--- src/rtl/irqs_pkg.sv ---
package irqs_pkg;
  localparam int NSRC   = 3;
  localparam int BYTE_W = 8;
  // flag vector index: also the order of the bits below the summary bit
  localparam int SRC_UPD = 0;
  localparam int SRC_ALM = 1;
  localparam int SRC_PER = 2;
  localparam logic [BYTE_W-1:0] VALID_BYTE = 8'h80;
  typedef logic [NSRC-1:0] src_vec_t;
endpackage

--- src/rtl/irqs_flag_cell.sv ---
module irqs_flag_cell (
  input  logic clk,
  input  logic rst_n,
  input  logic evt,
  input  logic capture,
  input  logic hold,
  input  logic release_i,
  output logic flag_o
);
  logic flag_q;
  logic pend_q;

  always_ff @(posedge clk or negedge rst_n) begin
    if (!rst_n) begin
      flag_q <= 1'b0;
      pend_q <= 1'b0;
    end else if (release_i) begin
      flag_q <= pend_q | evt;
      pend_q <= 1'b0;
    end else if (capture || hold) begin
      pend_q <= pend_q | evt;
    end else begin
      flag_q <= flag_q | evt;
    end
  end

  assign flag_o = flag_q;
endmodule

--- src/rtl/irqs_enable_reg.sv ---
module irqs_enable_reg
  import irqs_pkg::*;
(
  input  logic     clk,
  input  logic     rst_n,
  input  logic     wr,
  input  logic     set_mode,
  input  logic     pie,
  input  logic     aie,
  input  logic     uie,
  output src_vec_t en_o
);
  src_vec_t en_q;

  always_ff @(posedge clk or negedge rst_n) begin
    if (!rst_n) begin
      en_q <= '0;
    end else if (wr) begin
      en_q[SRC_PER] <= pie;
      en_q[SRC_ALM] <= aie;
      en_q[SRC_UPD] <= uie & ~set_mode;
    end
  end

  assign en_o = en_q;
endmodule

--- src/rtl/irqs_read_port.sv ---
module irqs_read_port
  import irqs_pkg::*;
#(
  parameter int DATA_W = BYTE_W
) (
  input  logic              clk,
  input  logic              rst_n,
  input  logic              strobe,
  input  logic              sel,
  input  src_vec_t          flags,
  input  logic              irqf,
  output logic              capture_o,
  output logic              hold_o,
  output logic              release_o,
  output logic [DATA_W-1:0] data_o
);
  localparam int PAD_W = DATA_W - 1 - NSRC;

  logic              strobe_q;
  logic              hold_q;
  logic [DATA_W-1:0] data_q;
  logic              rise;

  assign rise      = strobe & ~strobe_q;
  assign capture_o = rise & ~sel;
  assign release_o = ~strobe & hold_q;
  assign hold_o    = hold_q;
  assign data_o    = data_q;

  always_ff @(posedge clk or negedge rst_n) begin
    if (!rst_n) begin
      strobe_q <= 1'b0;
      hold_q   <= 1'b0;
      data_q   <= '0;
    end else begin
      strobe_q <= strobe;
      if (capture_o)   hold_q <= 1'b1;
      else if (!strobe) hold_q <= 1'b0;
      if (rise) begin
        if (sel) data_q <= DATA_W'(VALID_BYTE);
        else     data_q <= {irqf, flags, {PAD_W{1'b0}}};
      end
    end
  end
endmodule

--- src/rtl/evt_irq_status.sv ---
module evt_irq_status
  import irqs_pkg::*;
(
  input  logic              clk,
  input  logic              rst_n,
  input  logic              evt_periodic,
  input  logic              evt_alarm,
  input  logic              evt_update,
  input  logic              cfg_wr,
  input  logic              cfg_set,
  input  logic              cfg_pie,
  input  logic              cfg_aie,
  input  logic              cfg_uie,
  input  logic              rd_strobe,
  input  logic              rd_sel,
  output logic [BYTE_W-1:0] rd_data,
  output logic              irq_o,
  output logic              irq_oe
);
  src_vec_t evt_vec;
  src_vec_t flags;
  src_vec_t en;
  logic     read_capture;
  logic     read_hold;
  logic     read_release;
  logic     irqf;

  assign evt_vec[SRC_PER] = evt_periodic;
  assign evt_vec[SRC_ALM] = evt_alarm;
  assign evt_vec[SRC_UPD] = evt_update;

  irqs_enable_reg i_en (
    .clk      (clk),
    .rst_n    (rst_n),
    .wr       (cfg_wr),
    .set_mode (cfg_set),
    .pie      (cfg_pie),
    .aie      (cfg_aie),
    .uie      (cfg_uie),
    .en_o     (en)
  );

  for (genvar g = 0; g < NSRC; g++) begin : g_flag
    irqs_flag_cell i_cell (
      .clk       (clk),
      .rst_n     (rst_n),
      .evt       (evt_vec[g]),
      .capture   (read_capture),
      .hold      (read_hold),
      .release_i (read_release),
      .flag_o    (flags[g])
    );
  end

  assign irqf = |(flags & en);

  irqs_read_port #(.DATA_W(BYTE_W)) i_rd (
    .clk       (clk),
    .rst_n     (rst_n),
    .strobe    (rd_strobe),
    .sel       (rd_sel),
    .flags     (flags),
    .irqf      (irqf),
    .capture_o (read_capture),
    .hold_o    (read_hold),
    .release_o (read_release),
    .data_o    (rd_data)
  );

  assign irq_oe = irqf;
  assign irq_o  = 1'b0;
endmodule

--- config.mk ---
export PLATFORM = sky130hd
export DESIGN_NAME = evt_irq_status
export DESIGN_NICKNAME = d
export VERILOG_FILES = /design/src/rtl/irqs_pkg.sv /design/src/rtl/irqs_flag_cell.sv /design/src/rtl/irqs_enable_reg.sv /design/src/rtl/irqs_read_port.sv /design/src/rtl/evt_irq_status.sv
export SDC_FILE = /design/constraint.sdc
export NUM_CORES = 1
export LEC_CHECK = 0
export BUFFER_PORTS_ARGS = -buffer_cell sky130_fd_sc_hd__buf_4
export CORE_UTILIZATION = 28
export CTS_BUF_LIST = sky130_fd_sc_hd__clkbuf_4
export DETAILED_ROUTE_END_ITERATION = 6
export SLEW_MARGIN = 20
export SYNTH_ARGS = -nofsm -noshare
export SYNTH_HDL_FRONTEND = slang
export SYNTH_SLANG_ARGS = --single-unit
--- constraint.sdc ---
create_clock -name clk -period 1.7 [get_ports clk]
set_input_delay 0.34 -clock clk [delete_from_list [all_inputs] [get_ports clk]]
set_output_delay 0.34 -clock clk [all_outputs]
set_load 0.1 [all_outputs]
### Yosys cells after proc, flatten, opt, wreduce, memory -nomap -nowiden

Cells that the tools add are included.

* register bits: 19
* logic and storage cells: 45

* equal/unequal tests: 2
* multiplexer cells: 15
* bitwise operators: 15
* reductions and logical operators: 3

Operator list (count)
* 1-bit two-way mux: 14
* 8-bit two-way mux: 1
* 1-bit bitwise OR: 6
* 1-bit AND: 4
* 2-bit by 1-bit != test with 1-bit output, second input constant: 2
* 1-bit inverter: 4
* 3-bit AND: 1
* 3-bit OR reduction: 1
* 2-bit nonzero test: 1
* 1-bit logical OR: 1

### Logic depth before layout (Yosys ltp)

* depth after elaboration: 6
* mapped depth: 4
* depth with buffers taken out: 4

### Modules after synthesis

A second synthesis with hierarchy kept.

* cells, all modules: 64
* area, all modules: 706.9 µm²

By module, submodules not included
* irqs_read_port: instances 1, cells an instance 25, area each 305.3 µm², seq. area each 150.1 µm²
* irqs_flag_cell: instances 3, cells an instance 9, area each 87.6 µm², seq. area each 50.0 µm²
* irqs_enable_reg: instances 1, cells an instance 8, area each 113.9 µm², seq. area each 75.1 µm²
* evt_irq_status: instances 1, cells an instance 4, area each 25.0 µm², seq. area each 0.0 µm²

### Worst setup path before layout

Ideal clock, no wire load.

* kind: flip-flop to output port
* start: register g_flag[0].i_cell.flag_q
* end: output port irq_oe
* arrival time: 1209 ps
* data required time: 1360 ps
* path slack: 151 ps
* cell stages (with the launch flop): 3
* buffers on the path: 0
* cells stage by stage: dfrtp_1 > a222oi_1 > inv_1

* cells in the longest elaborated chain, start to end: 2

Ends and longest elaborated chain
* start, declared: line irqs_flag_cell.sv:10 `logic flag_q;`
* start signal, assigned: line irqs_flag_cell.sv:18 `flag_q <= pend_q | evt;`
* start signal, assigned: line irqs_flag_cell.sv:23 `flag_q <= flag_q | evt;`
* 3-bit AND: line evt_irq_status.sv:55 `assign irqf = |(flags & en);`
* 3-bit OR reduction: line evt_irq_status.sv:55
* end, declared: line evt_irq_status.sv:18 `output logic irq_oe`

No other way between the ends.

### Worst setup path after layout

* start: register i_en.en_q[0] (netlist: i_en.en_o[0])
* end: output port irq_oe

* cells in the longest elaborated chain, start to end: 2

Ends and longest elaborated chain
* start, declared: line irqs_enable_reg.sv:13 `src_vec_t en_q;`
* start signal, assigned by index: line irqs_enable_reg.sv:19 `en_q[SRC_PER] <= pie;`
* start signal, assigned by index: line irqs_enable_reg.sv:20 `en_q[SRC_ALM] <= aie;`
* start signal, assigned by index: line irqs_enable_reg.sv:21 `en_q[SRC_UPD] <= uie & ~set_mode;`
* 3-bit AND: line evt_irq_status.sv:55
* 3-bit OR reduction: line evt_irq_status.sv:55

No other way between the ends.

==> flow_metrics.tcl <==
set metrics [dict create \
    fin_crit_sh 1.02 \
    numCtsBuffers 3 \
    io_buffers 16 \
    h-tree-depth 1 \
    vias_per_cell 4.44 \
    area_delta_synth_final_pct 38.1 \
    seqCellArea_um2 375 \
    finish.utilization 0.414 \
    post_drt_wl_per_cell_um 10.3 \
    cp-startpoint "i_en.en_o[0]$_DFFE_PN0P_" \
    drive_gt1_frac 0.404 \
    crit_arrival_ns 1.40 \
    path_delay_family "compound AO/OA/AOI/OAI gates" \
    yosys_warnings 0 \
    final.min_clock_period_ns 1.74 \
    place_congestion 0.729 \
    rsz0062_at_grt "true" \
    grtUsageTotal 0.110 \
    start_kind "flop" \
    ys_ff_latch 15 \
    maxSlewViolCount 0 \
    crit_chain "a222oi_1, inv_1, buf_8" \
    synth.distinct_cells 20 \
    setup_viol 1 \
    vias 519 \
    layout_common_cells "buf_4, dfrtp_1, nor2_1, conb_1" \
    cts.clk_slew.worst_paths_ns 0.09 \
    num_antenna_cells 0 \
    hp-class "input port to flop" \
    seq_area_frac_synth 0.561 \
    drt_iter0_drc 8 \
    fin_ws_ns -0.0356 \
    die_h_um 50.9 \
    antenna_found_initial 0 \
    grt_start_max_net_pins 16 \
    r2r_end "i_rd.data_o[7]$_DFFE_PN0P_" \
    stdcell_count 117 \
    crit_path_max_fanout 2 \
    max_stage_delay_ns 0.41 \
    path_buf_inv 2 \
    p_total_mw 1.01 \
    synth_area_leaders "dfrtp_1, buf_4, a22o_1" \
    final_common_cell "buf_4" \
    fin_worst_skew_ns 0.00142 \
    io-pin-count 22 \
    clockBufferDepth 2 \
    cts_tree "built" \
    cp-end-kind "primary output" \
    std_cell_rows 17 \
    layout.nets 102 \
    cp_num_cells 3 \
    rr_worst_depth 9 \
    critical_path_class "flop to primary output" \
    synth.top_cell.area_share 0.561 \
    dp_hpwl_um 917 \
    root_buffer "clkbuf_4" \
    vdd_ir_drop_max_mv 0.402 \
    power.leakage_nw 0.424 \
    drv_cap 0 \
    violations "negative setup slack" \
    cts.sinks 15 \
    drc 0 \
    syn_inst 60 \
    hold_viol_final 0 \
    drt_first_pass_iters 4 \
    yosysTopAreaCell "dfrtp_1" \
    power_density_nw_per_um2 1090 \
    die_area_um2 2590 \
    worstSkewPairLatency_ns 0.29 \
    initial_core_util 0.300 \
    reg2reg_from "i_en.en_o[0]$_DFFE_PN0P_" \
    die-width_um 50.9 \
    crit_required_ns 1.36 \
    globalRouteOverflowTotal 0 \
    coreArea_um2 2230 \
    synth.avg_cell_area_um2 11.2 \
    slowest_stage "a222oi_1" \
    multi_input_area_um2 264 \
    timing.fmax_mhz 576 \
    endpoint "irq_oe" \
    synth_area_um2 669 \
    ant_nets 0 \
    first_global_vias 510 \
    reg2reg_slack_ns 0.07 \
    outcome "complete, but fails checks" \
    fillers 236 \
    dp_cells 103 \
    grt_pass1_wl_um 2100 \
    finalWirelength_um 1210 \
]
[synthesized netlist by cell type]
library cell	n
mux2_2	2
nand2_1	3
o21a_1	3
dfrtp_1	15
o21ai_0	4
nand2b_1	3
nor2b_1	1
a222oi_1	1
nor2_1	5
a21oi_1	4
nand2b_4	1
inv_1	2
nor4b_1	3
nand3b_1	1
o21ai_2	1
inv_2	1
conb_1	1
a22o_1	3
nand2b_2	1
buf_4	5
[report_power, final]
part | switching (mW) | total, mW | internal, mW | leakage, nW
clock | 0.118 | 0.226 | 0.107 | 0.0184
sequential | 0.0255 | 0.426 | 0.400 | 0.171
combinational | 0.236 | 0.356 | 0.119 | 0.235
total | 0.380 | 1.01 | 0.627 | 0.424
[registers in the layout (all words and copies together), names as in the netlist]
signal and cells:
g_flag.i_cell.pend_q 3, i_rd.strobe_q 1, i_rd.data_o 4, i_en.en_o 3, i_rd.hold_o 1, g_flag.i_cell.flag_o 3
[cells by family after synthesis]
logic type / Yosys count / share of synthesized area
flip-flops: 15 / 0.561
buffers and inverters: 8 / 0.0729
AND/OR/NAND/NOR: 18 / 0.166
AO/OA/AOI/OAI: 16 / 0.161
other: 1 / 0.00560
multiplexers: 2 / 0.0336
[worst min path at each step]
stage	start	end	cells past startpoint
floorplan	rst_n	g_flag[0].i_cell.flag_o$_DFFE_PN0P_	0
global placement	rst_n	i_rd.hold_o$_DFFE_PN0P_	1
detailed placement	rst_n	g_flag[0].i_cell.pend_q$_DFFE_PN0P_	1
CTS	rd_strobe	i_rd.strobe_q$_DFF_PN0_	1
global route	rd_strobe	i_rd.strobe_q$_DFF_PN0_	1
finish	rd_strobe	i_rd.strobe_q$_DFF_PN0_	1
[area by class of cell]
cell class,instances,area share
repair buffers,26,0.226
clock buffers,4,0.0325
flip-flops and latches,15,0.406
inverters,3,0.0122
well taps,28,0.0379
multi-input cells,41,0.286
[metrics by stage]
| step | TNS [ns] | hold WS (ns) | worst slack, ns | instance area, µm² |
|---|---|---|---|---|
| after floorplan | 0 | 0.0444 | 0.151 | 684 |
| after global placement | 0 | 0.203 | 0.241 | 802 |
| after detailed placement | 0 | 0.206 | 0.222 | 802 |
| after CTS | -0.0548 | 0.211 | -0.0548 | 932 |
| after global routing | -0.0941 | 0.207 | -0.0941 | 925 |
| final | -0.0356 | 0.218 | -0.0356 | 925 |
[what timing repair did]
action | CTS | global route
endpoints found under the setup margin | 1 | 2
pin swaps | 1 | 0
gates resized for setup | 4 | 0
setup buffers | 10 | 0
hold endpoints to repair | 15 | 0
hold buffers | 1 | 0
[per-layer routing]
metal	global-route usage	routed length [µm]
met4	0.0694	31
met3	0.0208	60
met5	0	0
met1	0.133	528
met2	0.180	590
No activity file was read; power rests on OpenSTA's default activity.
